===== config.mk =====
export PLATFORM = sky130hd
export DESIGN_NAME = clkgen_cfg_slave
export DESIGN_NICKNAME = d
export VERILOG_FILES = /design/src/rtl/clkgen_cfg_pkg.sv /design/src/rtl/clkgen_cfg_sync.sv /design/src/rtl/clkgen_cfg_regbank.sv /design/src/rtl/clkgen_cfg_ctrl.sv /design/src/rtl/clkgen_cfg_slave.sv
export SDC_FILE = /design/constraint.sdc
export NUM_CORES = 1
export LEC_CHECK = 0
export BUFFER_PORTS_ARGS = -buffer_cell sky130_fd_sc_hd__buf_2
export CAP_MARGIN = 20
export CORE_MARGIN = 10
export CORE_UTILIZATION = 58
export DETAILED_ROUTE_END_ITERATION = 6
export GPL_TIMING_DRIVEN = 0
export PLACE_DENSITY = 0.77
export REMOVE_ABC_BUFFERS = 1
export SLEW_MARGIN = 10
export SYNTH_ARGS = -nofsm -noshare
export SYNTH_HDL_FRONTEND = slang
export SYNTH_SLANG_ARGS = --single-unit
export TNS_END_PERCENT = 30

===== constraint.sdc =====
create_clock -name clk -period 3.15 [get_ports clk]
set_input_delay 0.1575 -clock clk [delete_from_list [all_inputs] [get_ports clk]]
set_output_delay 0.1575 -clock clk [all_outputs]
set_load 0.01 [all_outputs]

===== src/rtl/clkgen_cfg_pkg.sv =====
package clkgen_cfg_pkg;

  typedef enum logic [2:0] {
    ST_IDLE,
    ST_WAIT,
    ST_RX,
    ST_RX_ACK,
    ST_TX,
    ST_TX_ACK
  } cfg_state_t;

  localparam int unsigned BYTE_W = 8;

endpackage


===== src/rtl/clkgen_cfg_sync.sv =====
module clkgen_cfg_sync #(
  parameter int unsigned STAGES = 2
) (
  input  logic clk,
  input  logic rst,
  input  logic scl_i,
  input  logic sda_i,
  output logic scl_s,
  output logic sda_s,
  output logic scl_rise,
  output logic scl_fall,
  output logic start_det,
  output logic stop_det
);

  logic [STAGES-1:0] scl_pipe;
  logic [STAGES-1:0] sda_pipe;
  logic              scl_q;
  logic              sda_q;

  always_ff @(posedge clk) begin
    if (rst) begin
      scl_pipe <= '1;
      sda_pipe <= '1;
      scl_q    <= 1'b1;
      sda_q    <= 1'b1;
    end else begin
      scl_pipe <= {scl_pipe[STAGES-2:0], scl_i};
      sda_pipe <= {sda_pipe[STAGES-2:0], sda_i};
      scl_q    <= scl_pipe[STAGES-1];
      sda_q    <= sda_pipe[STAGES-1];
    end
  end

  assign scl_s     = scl_pipe[STAGES-1];
  assign sda_s     = sda_pipe[STAGES-1];
  assign scl_rise  = scl_s & ~scl_q;
  assign scl_fall  = ~scl_s & scl_q;
  // data edges are only meaningful while the clock stayed high
  assign start_det = scl_s & scl_q & sda_q & ~sda_s;
  assign stop_det  = scl_s & scl_q & ~sda_q & sda_s;

endmodule


===== src/rtl/clkgen_cfg_regbank.sv =====
module clkgen_cfg_regbank #(
  parameter int unsigned NUM_BYTES = 6,
  parameter logic [7:0]  RST_FIRST = 8'h00,
  parameter logic [7:0]  RST_OTHER = 8'hFF,
  localparam int unsigned IDX_W    = $clog2(NUM_BYTES)
) (
  input  logic                   clk,
  input  logic                   rst,
  input  logic                   we,
  input  logic [IDX_W-1:0]       widx,
  input  logic [7:0]             wdata,
  output logic [NUM_BYTES*8-1:0] bytes_o
);

  for (genvar k = 0; k < NUM_BYTES; k++) begin : g_byte
    localparam logic [7:0] RST_VAL = (k == 0) ? RST_FIRST : RST_OTHER;
    logic [7:0] q;

    always_ff @(posedge clk) begin
      if (rst) begin
        q <= RST_VAL;
      end else if (we && (widx == IDX_W'(k))) begin
        q <= wdata;
      end
    end

    assign bytes_o[k*8 +: 8] = q;
  end

endmodule


===== src/rtl/clkgen_cfg_ctrl.sv =====
module clkgen_cfg_ctrl
  import clkgen_cfg_pkg::*;
#(
  parameter int unsigned NUM_BYTES = 6,
  parameter logic [6:0]  DEV_ADDR  = 7'h69,
  localparam int unsigned IDX_W    = $clog2(NUM_BYTES),
  localparam int unsigned CNT_W    = $clog2(NUM_BYTES + 4)
) (
  input  logic                   clk,
  input  logic                   rst,
  input  logic                   sda_s,
  input  logic                   scl_rise,
  input  logic                   scl_fall,
  input  logic                   start_det,
  input  logic                   stop_det,
  input  logic [NUM_BYTES*8-1:0] rd_bytes,
  output logic                   reg_we,
  output logic [IDX_W-1:0]       reg_idx,
  output logic [7:0]             reg_wdata,
  output logic                   sda_pull_o
);

  localparam logic [CNT_W-1:0] CNT_MAX   = CNT_W'(NUM_BYTES + 3);
  localparam logic [CNT_W-1:0] DATA_BASE = CNT_W'(2);
  localparam logic [CNT_W-1:0] DATA_END  = CNT_W'(NUM_BYTES + 2);
  localparam logic [7:0]       LEN_BYTE  = 8'(NUM_BYTES);

  cfg_state_t       state;
  logic [2:0]       bit_cnt;
  logic [7:0]       shreg;
  logic             is_addr;
  logic             rd_mode;
  logic             done;
  logic [CNT_W-1:0] byte_cnt;

  logic [7:0]       rx_byte;
  logic             wr_hit;
  logic [CNT_W-1:0] nxt_cnt;
  logic [7:0]       nxt_tx;

  assign rx_byte = {shreg[6:0], sda_s};
  assign wr_hit  = (byte_cnt >= DATA_BASE) && (byte_cnt < DATA_END);
  assign nxt_cnt = (byte_cnt == CNT_MAX) ? byte_cnt : byte_cnt + CNT_W'(1);

  // readback byte for the next slot: slot 0 is the length, slot k+1 is register k
  always_comb begin
    nxt_tx = 8'hFF;
    for (int k = 0; k < NUM_BYTES; k++) begin
      if (nxt_cnt == CNT_W'(k + 1)) nxt_tx = rd_bytes[k*8 +: 8];
    end
  end

  always_ff @(posedge clk) begin
    if (rst) begin
      state      <= ST_IDLE;
      bit_cnt    <= '0;
      shreg      <= '0;
      is_addr    <= 1'b0;
      rd_mode    <= 1'b0;
      done       <= 1'b0;
      byte_cnt   <= '0;
      sda_pull_o <= 1'b0;
      reg_we     <= 1'b0;
      reg_idx    <= '0;
      reg_wdata  <= '0;
    end else begin
      reg_we <= 1'b0;
      if (stop_det) begin
        state      <= ST_IDLE;
        sda_pull_o <= 1'b0;
        done       <= 1'b0;
      end else if (start_det) begin
        sda_pull_o <= 1'b0;
        done       <= 1'b0;
        bit_cnt    <= '0;
        if (state == ST_IDLE) begin
          state    <= ST_RX;
          is_addr  <= 1'b1;
          rd_mode  <= 1'b0;
          byte_cnt <= '0;
        end else begin
          state <= ST_WAIT;
        end
      end else begin
        unique case (state)
          ST_RX: begin
            if (scl_rise && !done) begin
              shreg   <= rx_byte;
              bit_cnt <= bit_cnt + 3'd1;
              if (bit_cnt == 3'd7) begin
                if (is_addr) begin
                  if (rx_byte[7:1] == DEV_ADDR) begin
                    done    <= 1'b1;
                    rd_mode <= rx_byte[0];
                  end else begin
                    state <= ST_WAIT;
                  end
                end else begin
                  done <= 1'b1;
                  if (wr_hit) begin
                    reg_we    <= 1'b1;
                    reg_idx   <= IDX_W'(byte_cnt - DATA_BASE);
                    reg_wdata <= rx_byte;
                  end
                  byte_cnt <= nxt_cnt;
                end
              end
            end else if (scl_fall && done) begin
              done       <= 1'b0;
              sda_pull_o <= 1'b1;
              state      <= ST_RX_ACK;
            end
          end
          ST_RX_ACK: begin
            if (scl_fall) begin
              bit_cnt <= '0;
              is_addr <= 1'b0;
              if (is_addr && rd_mode) begin
                state      <= ST_TX;
                byte_cnt   <= '0;
                shreg      <= LEN_BYTE;
                sda_pull_o <= ~LEN_BYTE[7];
              end else begin
                state      <= ST_RX;
                sda_pull_o <= 1'b0;
              end
            end
          end
          ST_TX: begin
            if (scl_fall) begin
              if (bit_cnt == 3'd7) begin
                bit_cnt    <= '0;
                sda_pull_o <= 1'b0;
                state      <= ST_TX_ACK;
              end else begin
                bit_cnt    <= bit_cnt + 3'd1;
                shreg      <= {shreg[6:0], 1'b0};
                sda_pull_o <= ~shreg[6];
              end
            end
          end
          ST_TX_ACK: begin
            if (scl_rise) begin
              if (sda_s) state <= ST_WAIT;
              else       done  <= 1'b1;
            end else if (scl_fall && done) begin
              done       <= 1'b0;
              byte_cnt   <= nxt_cnt;
              shreg      <= nxt_tx;
              sda_pull_o <= ~nxt_tx[7];
              state      <= ST_TX;
            end
          end
          default: begin
            sda_pull_o <= 1'b0;
          end
        endcase
      end
    end
  end

endmodule


===== src/rtl/clkgen_cfg_slave.sv =====
module clkgen_cfg_slave #(
  parameter int unsigned NUM_BYTES   = 6,
  parameter int unsigned SYNC_STAGES = 2,
  parameter logic [6:0]  DEV_ADDR    = 7'h69,
  parameter logic [7:0]  RST_FIRST   = 8'h00,
  parameter logic [7:0]  RST_OTHER   = 8'hFF
) (
  input  logic                   clk,
  input  logic                   rst,
  input  logic                   scl_i,
  input  logic                   sda_i,
  output logic                   sda_pull_o,
  output logic [NUM_BYTES*8-1:0] cfg_bytes_o
);

  localparam int unsigned IDX_W = $clog2(NUM_BYTES);

  logic             scl_s;
  logic             sda_s;
  logic             scl_rise;
  logic             scl_fall;
  logic             start_det;
  logic             stop_det;
  logic             reg_we;
  logic [IDX_W-1:0] reg_idx;
  logic [7:0]       reg_wdata;

  clkgen_cfg_sync #(
    .STAGES(SYNC_STAGES)
  ) u_sync (
    .clk      (clk),
    .rst      (rst),
    .scl_i    (scl_i),
    .sda_i    (sda_i),
    .scl_s    (scl_s),
    .sda_s    (sda_s),
    .scl_rise (scl_rise),
    .scl_fall (scl_fall),
    .start_det(start_det),
    .stop_det (stop_det)
  );

  clkgen_cfg_ctrl #(
    .NUM_BYTES(NUM_BYTES),
    .DEV_ADDR (DEV_ADDR)
  ) u_ctrl (
    .clk       (clk),
    .rst       (rst),
    .sda_s     (sda_s),
    .scl_rise  (scl_rise),
    .scl_fall  (scl_fall),
    .start_det (start_det),
    .stop_det  (stop_det),
    .rd_bytes  (cfg_bytes_o),
    .reg_we    (reg_we),
    .reg_idx   (reg_idx),
    .reg_wdata (reg_wdata),
    .sda_pull_o(sda_pull_o)
  );

  clkgen_cfg_regbank #(
    .NUM_BYTES(NUM_BYTES),
    .RST_FIRST(RST_FIRST),
    .RST_OTHER(RST_OTHER)
  ) u_regs (
    .clk    (clk),
    .rst    (rst),
    .we     (reg_we),
    .widx   (reg_idx),
    .wdata  (reg_wdata),
    .bytes_o(cfg_bytes_o)
  );

endmodule


==> results.md, run 1 <==
- Outcome: finished clean
- CP max-delay cell: dfxtp_1
- Tcrit/Tclk final: between 80% and 90%
- ANT cells: 0
- Final Util: between 60% and 70%
- Post-synth top area share: roughly two fifths
- Critical path peak fanout: 15
- Vias in the first global route: 4065
- Via density per instance: between 6 and 7
- Critical Path AT: between 3 and 4 ns
- Largest net degree at the start of global routing: 50
- Core area: 7650 um^2
- Nets: 600
- Worst relative slew slack: between 30% and 40%
- Design Power: 2.29 mW
- CTS tree: yes
- Cell Chain, Critical Path: inv_1, ha_1, nand2b_1, mux2i_2, nand2_1, o21ai_0, a2bb2oi_1, o21a_1
- Main area contributors after synthesis: dfxtp_1 (39%), nand2_1 (9.0%), nand3b_1 (5.8%)
- Syn. warnings: 0
- Port Buffers: 52
- Die width: 108 um
- CP max stage delay: 0.62 ns
- Power density over the cells: 456 nW/um^2
- Cell family with most CP delay: flip-flops
- Sequential area share after synthesis: 38.5%
- Post-CTS setup buffers: 0
- Max Cap Viol: 0
- Synth Flop Type: dfxtp_1
- Worst-Margin Slew: roughly 1.0 ns
- RSZ-0062 raised after global routing: no
- Most frequent cells in the layout: nand2_1 (108), dfxtp_1 (87), buf_2 (52), a21oi_1 (37), nand3b_1 (35)
- Leakage: 1.99 nW
- Clock Path Buffers: 2
- Area leader, netlist: dfxtp_1
- Hpwl dp: just over 9000 um
- F_max: about 370 MHz
- Sw Pwr: 0.618 mW
- 1st-iter DRT viols: 292
- Routed WL: between 10000 and 15000 um
- Post-Route Setup TNS: 0 ns
- Final Slew Violations: 0
- Gate power share: 10.3%
- Pre-Repair DR Iteration Count: 5
- Cts repair resizes: 0
- Global route total overflow: 0
- Pint: 1.68 mW
- Gpl congestion: 0.883
- Starting Density: 59.1%
- Die footprint: 11700 um^2
- Vias: around 4300
- Ys async rst share: 0%
- Critical path class: flip-flop to flip-flop
- Worst-path clk slew: 0.10 ns
- Switching portion of total power: approximately 27%
- Synthesized area: around 4500 um^2
- Worst Path Buf+Inv: 1
- Worst Path Required: 3.42 ns
- CP Capture Type: flip-flop
- Final ANT Viol Nets: 0
- Fin crit period: approximately 2.7 ns
- Worst Setup Start Kind: flip-flop
- First-pass GRT wire length: 20300 um
- Clock power share: 39.1%
- Std cell rows: 32
- Final hold viol count: 0
- Initial antenna violation count: 0
- Commonest non-fill, non-tap cell in the layout: nand2_1
- CTS Sinks: 87
- FF+latch count, synth: 87
- Clk Latency, worst-skew pair: 0.36 ns
- Overall routing resource usage: approximately a fifth
- Share of cells above drive strength 1: roughly 15%
- Hold Path Class: input pin to flip-flop
- Hold Buf Count CTS: 2
- VDD IR max: around 330 uV
- Dpl ws: 0.457 ns
- Final setup margin: 0.413 ns
- Post-synth cell types: 66
- Root buffer cell: clkbuf_8
- Detailed-route wire length per cell: 18.0 um
- Synthesized area per cell: 8.14 um^2
- DRC violations left: 0
- Die Y: between 100 and 150 um
- EDFF count, synth: 0
- Cells after synthesis: 555
- Inserted Clock Buffers: 9
- Area growth syn-to-layout: 11.4%
- Fin Clk Skew: 0.00710 ns
- H-tree depth: 3
- Setup violators final: 0
- # IOs: 53
- Sequential share of power: 50.6%
[cell usage after synthesis (all sizes together) (3+ instances only)]
master   instances
nand2          108
dfxtp           87
a21oi           37
nand3b          36
nor2            33
o21ai           27
clkbuf          20
nor2b           15
mux2i           14
a31oi           12
buf             12
nand2b          12
inv             10
nand3            9
nor3             9
o221ai           9
a211o            8
ha               7
and2             6
or2              6
nand4            5
a211oi           4
nor4             4
o22ai            4
o2bb2ai          4
or3              4
or4              4
a21boi           3
a221oi           3
a2bb2oi          3
and3b            3
nor3b            3
o211ai           3
or3b             3
[registers in the layout (all words and copies together) (netlist names)]
name	cells
u_ctrl.state	3
u_sync.sda_pipe	2
u_sync.scl_pipe	2
u_ctrl.done	1
u_ctrl.shreg	7
u_ctrl.is_addr	1
u_sync.scl_q	1
u_ctrl.bit_cnt	3
u_ctrl.sda_pull_o	1
u_regs.g_byte.q	48
u_ctrl.reg_idx	3
u_ctrl.reg_we	1
u_ctrl.rd_mode	1
u_ctrl.reg_wdata	8
u_ctrl.byte_cnt	4
u_sync.sda_q	1
[logic make-up after synthesis]
kind of cell	count (synthesis)	synth area share, %
AO/OA/AOI/OAI	134	19.5
XOR/XNOR	3	0.582
adder cells (fa/ha/maj)	7	1.94
buffers and inverters	42	4.07
flip-flops	87	38.5
multiplexers	16	3.68
AND/OR/NAND/NOR	266	31.7
[metal layers]
layer,vias up,part of all wire (%),track usage [%]
met5,-,0,0
met4,0,1.7,6.31
met3,19,6.3,4.16
met2,155,48,34.7
met1,2070,44,27.9
li1,2054,-,-
[area by class of cell]
class | count | area (um^2)
Tap cell | 102 | 128
Clock inverter | 7 | 103
Timing Repair Buffer | 55 | 300
Inverter | 10 | 37.5
Multi-Input combinational cell | 426 | 2600
Sequential cell | 87 | 1740
Fill cell | 669 | 2620
Clock buffer | 9 | 124
[final timing paths]
| check | from | to | slack (ns) | cells past startpoint |
|---|---|---|---|---|
| worst max-delay path | u_ctrl.byte_cnt[0] | u_ctrl.shreg[1] | 0.41 | 8 |
| worst min-delay path | rst | u_regs.g_byte[0].q[6] | 0.32 | 2 |
| worst max register to register | u_ctrl.byte_cnt[0] | u_ctrl.shreg[1] | 0.41 | 8 |
| worst min register to register | u_sync.scl_pipe[0] | u_sync.scl_pipe[1] | 0.42 | 1 |
[per-stage QoR]
| stage | hold slack [ns] | instances | area [um^2] |
|---|---|---|---|
| 4_1_cts | 0.315 | 696 | 5030 |
| 3_3_place_gp | 0.340 | 677 | 4760 |
| 2_1_floorplan | 0.227 | 523 | 4370 |
| 3_5_place_dp | 0.342 | 678 | 4790 |
| 6_report | 0.318 | 696 | 5030 |
| 5_1_grt | 0.341 | 696 | 5030 |
[power groups by stage]
stage	Combinational, mW	Sequential, mW	Clock [mW]
final	0.236	1.16	0.897
after global routing	0.259	1.17	0.951
after CTS	0.233	1.16	0.902
after detailed placement	0.230	1.19	0
after global placement	0.223	1.19	0
after floorplan	0.165	1.17	0
Note: power is estimated with default switching activity, not from simulation.
==> inputs of run 2 (changes only) <==
- BUFFER_PORTS_ARGS: -buffer_cell sky130_fd_sc_hd__buf_2 -> -buffer_cell sky130_fd_sc_hd__buf_4
==> results.md, run 2 (same netlist as run 1, synthesis figures left out) <==
- Outcome: finished clean
- Share of cells above drive strength 1: between 10% and 20%
- Largest net degree at the start of global routing: 87
- Hold Path Class: input pin to flip-flop
- # fillers: between 600 and 700
- Final hold viol count: 0
- Via density per instance: between 6 and 7
- R2r setup slk: 0.35 ns
- F_max: 357 MHz
- Post-CTS setup buffers: 0
- Final ANT Viol Nets: 0
- Pre-Repair DR Iteration Count: 5
- Power density over the cells: 419 nW/um^2
- Final hold slack: 0.357 ns
- Nets: 599
- Clock Path Buffers: 2
- Gpl congestion: between 0.9 and 1
- Fin Clk Skew: 0.00896 ns
- Tcrit/Tclk final: 88.9%
- VDD IR max: between 200 and 300 uV
- Global route total overflow: 0
- RSZ-0062 raised after global routing: no
- CTS Sinks: 87
- Routed WL: around 13000 um
- CP Capture Type: flip-flop
- First-pass GRT wire length: 20700 um
- Area occupied by multi-input gates: 2600 um^2
- Area growth syn-to-layout: 12.8%
- Most frequent cells in the layout: nand2_1 (108), dfxtp_1 (87), buf_4 (52), a21oi_1 (37), nand3b_1 (35)
- Die width: 108 um
- Setup crit end: u_ctrl.shreg[0]
- Fin crit period: 2.80 ns
- Reg area: 1740 um^2
- CP max stage delay: 0.71 ns
- Port Buffers: between 50 and 60
- H-tree depth: 3
- Clk Latency, worst-skew pair: 0.36 ns
- Max Cap Viol: 0
- Core area: ~7600 um^2
- RR Endpoint: u_ctrl.shreg[0]
- Critical path depth: 8
- Cell Chain, Critical Path: inv_1, ha_1, nand2b_1, mux2i_1, a22oi_1, nor3_1, a311oi_1, a221oi_1
- Reg2Reg Depth: 8
- Root buffer cell: clkbuf_8
- Largest register FFs: 48
- Vias in the first global route: 4028
- 1st-iter DRT viols: 346
- Worst Path Required: 3.42 ns
- Critical Path AT: 3.07 ns
- Design Power: 2.13 mW
- Worst Path Buf+Inv: 1
- Critical path peak fanout: 15
- Worst-Margin Slew: ~1.0 ns
- Setup violators final: 0
- Post-Route Setup TNS: 0 ns
- Overall routing resource usage: 21.9%
- Die footprint: 11700 um^2
- Largest regs: u_regs.g_byte.q x48, u_ctrl.reg_wdata x8, u_ctrl.shreg x7
- Std cell rows: 32
- Final setup margin: 0.350 ns
- Final Slew Violations: 0
- Commonest non-fill, non-tap cell in the layout: nand2_1
- Cts repair resizes: 0
- ANT cells: 0
- Initial antenna violation count: 0
- CP max-delay cell: mux2i_1
- Critical path class: flip-flop to flip-flop
- Worst Setup Start Kind: flip-flop
- DRC violations left: 0
- Detailed-route wire length per cell: 18.5 um
- Worst setup path start: u_ctrl.byte_cnt[0]
- Reg-to-reg startpoint: u_ctrl.byte_cnt[0]
- Dpl ws: 0.456 ns
- Worst-path clk slew: 0.10 ns
- Most flop-heavy register: u_regs.g_byte.q
- Inserted Clock Buffers: 9
- # IOs: between 50 and 60
- CTS tree: yes
- Starting Density: 59.1%
- Hpwl dp: slightly above 9000 um
- Cell family with most CP delay: multiplexers
- Leakage: 2.03 nW
- Worst relative slew slack: 30.5%
- Die Y: between 100 and 150 um
- Vias: around 4300
-- run 2: final cells by class --
class                      instances  share of cell area, %
inverter                          10                  0.737
tap                              102                   2.50
multi-input combinational        426                   51.0
clock buffer                       9                   2.43
sequential                        87                   34.2
timing repair buffer              54                   8.05
clock inverter                     7                   1.10
-- run 2: what timing repair did --
| item | CTS | global route |
|---|---|---|
| hold endpoints to repair | 2 | 0 |
| hold buffers | 2 | 0 |
| setup endpoints to repair | 0 | 0 |
-- run 2: metrics by stage --
step | std cells | utilization [%] | cell area [um^2]
after floorplan | 523 | - | 4370
after global placement | 677 | 64.0 | 4890
after detailed placement | 677 | 64.0 | 4900
after CTS | 695 | 66.6 | 5100
after global routing | 695 | 66.6 | 5100
final | 695 | 66.6 | 5100
-- run 2: how the worst min path moves through the flow --
| stage | start | to | slack (ns) | cells after the start |
|---|---|---|---|---|
| 4_1_cts | rst | u_ctrl.reg_wdata[4] | 0.35 | 2 |
| 2_1_floorplan | rst | u_ctrl.bit_cnt[0] | 0.23 | 1 |
| 5_1_grt | rst | u_ctrl.reg_wdata[6] | 0.39 | 2 |
| 3_5_place_dp | scl_i | u_sync.scl_pipe[0] | 0.35 | 2 |
| 6_report | rst | u_ctrl.reg_wdata[2] | 0.36 | 2 |
| 3_3_place_gp | scl_i | u_sync.scl_pipe[0] | 0.34 | 2 |
-- run 2: layer usage --
layer / vias to the layer above / global-route usage (%) / part of all wire, %
met5: - / 0 / 0
met1: 2071 / 28.6 / 43
met3: 20 / 3.93 / 7.1
li1: 2058 / - / -
met4: 0 / 8.38 / 1.9
met2: 190 / 35.2 / 48
-- run 2: power breakdown --
part	internal, mW	total (mW)	switching, mW
Clock	0.296	0.735	0.438
Sequential	1.12	1.16	0.0437
Combinational	0.101	0.238	0.138
-- run 2: worst register-to-register path, cell delays in order, from the launching register on --
cell	delay (ns)
dfxtp_1	0.62
inv_1	0.13
ha_1	0.37
nand2b_1	0.10
mux2i_1	0.71
a22oi_1	0.22
nor3_1	0.19
a311oi_1	0.07
a221oi_1	0.29
==> inputs of run 3 (changes only) <==
- SYNTH_HIERARCHICAL: unset -> 1
==> results.md, run 3 <==
- Most common cell in the netlist: dfxtp_1
- Largest regs: u_regs/g_byte.q x48, u_ctrl/reg_wdata x8, u_ctrl/shreg x7
- Clk Latency, worst-skew pair: 0.36 ns
- # IOs: 53
- Synth Flop Type: dfxtp_1
- FF+latch count, synth: 87
- Via density per instance: 6.47
- Die width: 111 um
- Dpl ws: 0.0960 ns
- Max Cap Viol: 0
- Final setup margin: 0.307 ns
- F_max: 352 MHz
- RR Endpoint: u_ctrl/reg_idx[1]
- Gpl congestion: about 0.94
- Outcome: finished clean
- Post-synth cell types: 67
- Die footprint: 12300 um^2
- CP Capture Type: flip-flop
- Main area contributors after synthesis: dfxtp_1 (36%), mux2i_1 (13%), nor2_1 (6.6%)
- Fin Clk Skew: about 0.012 ns
- Post-synthesis adder-cell area fraction: 1.82%
- Detailed-route wire length per cell: ~20 um
- Reg-to-reg startpoint: u_ctrl/byte_cnt[0]
- Largest net degree at the start of global routing: 96
- EDFF count, synth: 0
- Overall routing resource usage: 20.8%
- Post-CTS setup buffers: 0
- Global route total overflow: 0
- Power density over the cells: 437 nW/um^2
- Synth cell count leaders: dfxtp_1 (87), nor2_1 (85), mux2i_1 (62)
- Area leader, netlist: dfxtp_1
- Largest register FFs: 48
- Reg2Reg Depth: 7
- Clock Path Buffers: 2
- Pre-Repair DR Iteration Count: 6
- Core area: 8130 um^2
- Syn. warnings: 6
- Inserted Clock Buffers: 9
- VDD IR max: 287 uV
- Critical Path AT: roughly 3 ns
- Final Slew Violations: 0
- Worst-Margin Slew: approximately 1.0 ns
- Die Y: 111 um
- H-tree depth: 3
- Synthesized area: 4810 um^2
- Most flop-heavy register: u_regs/g_byte.q
- Hold Crit Depth: 2
- Largest family of logic cells by synthesized area: simple AND/OR/NAND/NOR gates
- Starting Density: 59.2%
- Worst Path Required: 3.37 ns
- Routed WL: 13600 um
- Leakage: 2.13 nW
- Fin crit period: about 2.8 ns
- Multiplexer share of the synthesized area: 12.9%
- RSZ-0062 raised after global routing: no
- Final hold viol count: 0
- Share of cells above drive strength 1: 14.2%
- Area growth syn-to-layout: 12.4%
- Simple-gate portion of the synthesized area: 24.4%
- Synthesized area per cell: between 8 and 9 um^2
- Final hold slack: 0.385 ns
- Compound-Gate Fraction of Synth Area: approximately a fifth
- Worst Setup Start Kind: flip-flop
- CTS Sinks: 87
- R2r setup slk: 0.31 ns
- Hold path startpoint: rst
- Vias in the first global route: 4203
- Root buffer cell: clkbuf_8
- Hold Path Class: input pin to flip-flop
- Ys async rst share: 0%
- Vias: 4500
- 1st-iter DRT viols: around 570
- WHS Endpoint: u_ctrl/reg_wdata[2]
- Post-synth top area share: 36.2%
- Critical path class: flip-flop to flip-flop
- Cells after synthesis: 566
- Worst-path clk slew: 0.09 ns
- Hpwl dp: 9300 um
- Critical path peak fanout: 20
- Setup violators final: 0
- Post-synthesis xor/xnor area fraction: 0.338%
- Post-Route Setup TNS: 0 ns
- Std cell rows: 33
- Port Buffers: 52
- Worst relative slew slack: 33.2%
- Final ANT Viol Nets: 0
- Commonest non-fill, non-tap cell in the layout: dfxtp_1
- DRC violations left: 0
- CTS tree: yes
- First-pass GRT wire length: about 22000 um
- ANT cells: 0
- Tcrit/Tclk final: between 90 and 100%
- Sequential area share after synthesis: 36.2%
- Nets: 599
- Most frequent cells in the layout: dfxtp_1 (86), nor2_1 (85), mux2i_1 (62), buf_4 (52), a21oi_1 (29)
- Initial antenna violation count: 0
[run 3: cell types whose count changed after synthesis, sizes merged, moves of 14 or more]
cell,change
buf,+15
mux2i,+48
nand2,-88
nand2b,+14
nand3b,-32
nor2,+52
[run 3: how the worst max path moves through the flow]
stage / slack (ns) / endpoint / start / depth (start not counted)
2_1_floorplan: 0.65 / u_ctrl/shreg[1] / u_ctrl/byte_cnt[0] / 8
3_3_place_gp: 0.17 / u_ctrl/shreg[1] / u_ctrl/byte_cnt[0] / 8
3_5_place_dp: 0.1 / u_ctrl/shreg[1] / u_ctrl/byte_cnt[0] / 8
4_1_cts: 0.09 / u_ctrl/shreg[1] / u_ctrl/byte_cnt[0] / 8
5_1_grt: 0.04 / u_ctrl/shreg[1] / u_ctrl/byte_cnt[1] / 8
6_report: 0.31 / u_ctrl/reg_idx[1] / u_ctrl/byte_cnt[0] / 7
[run 3: cell type report]
cell class	count	area, um^2
clock inverter	5	106
sequential	87	1740
inverter	10	37.5
multi-input combinational	425	2840
tap	105	131
fill	678	2730
timing repair buffer	55	422
clock buffer	9	124
[run 3: kinds of logic after synthesis]
kind of cell               after synthesis
adders and majority gates                7
muxes                                   62
and+or+nand+nor                        221
xor gates and xnor gates                 1
AOI/OAI and AO/OA                      134
DFF                                     87
buffers and inverters                   54
[run 3: stage by stage]
step	instance area (um^2)	power (mW)	utilization, %	cells
detailed placement	5140	1.45	63.2	680
global placement	5100	1.45	62.7	679
CTS	5390	2.36	66.3	696
finish	5410	2.37	66.5	696
global route	5410	2.45	66.5	696
floorplan	4580	1.38	-	522
[run 3: repair_timing]
action,in CTS,in global routing
gates resized for setup,0,3
hold buffers,2,0
endpoints found under the setup margin,0,18
hold endpoints to repair,2,0
[run 3: critical path: stages (launching register included)]
cell and delay, ns:
dfxtp_2 0.57, inv_1 0.16, ha_1 0.47, or3_1 0.43
nand3_1 0.66, nor2_1 0.15, a21oi_1 0.19, nor2_1 0.06
[run 3: report_power, final]
group          total, mW  internal, mW  switching [mW]  leakage (nW)
Clock              0.925         0.521           0.404         0.112
Sequential          1.18          1.12          0.0559         0.705
Combinational      0.261         0.105           0.156          1.31
Total               2.37          1.75           0.616          2.13
[run 3: per-layer routing]
| metal | part of all wire, % | global-route usage (%) | up-vias |
|---|---|---|---|
| li1 | - | - | 2110 |
| met2 | 46 | 32.6 | 227 |
| met1 | 43 | 27.3 | 2128 |
| met4 | 2.1 | 7.28 | 0 |
| met5 | 0 | 0 | - |
| met3 | 8.8 | 4.82 | 35 |
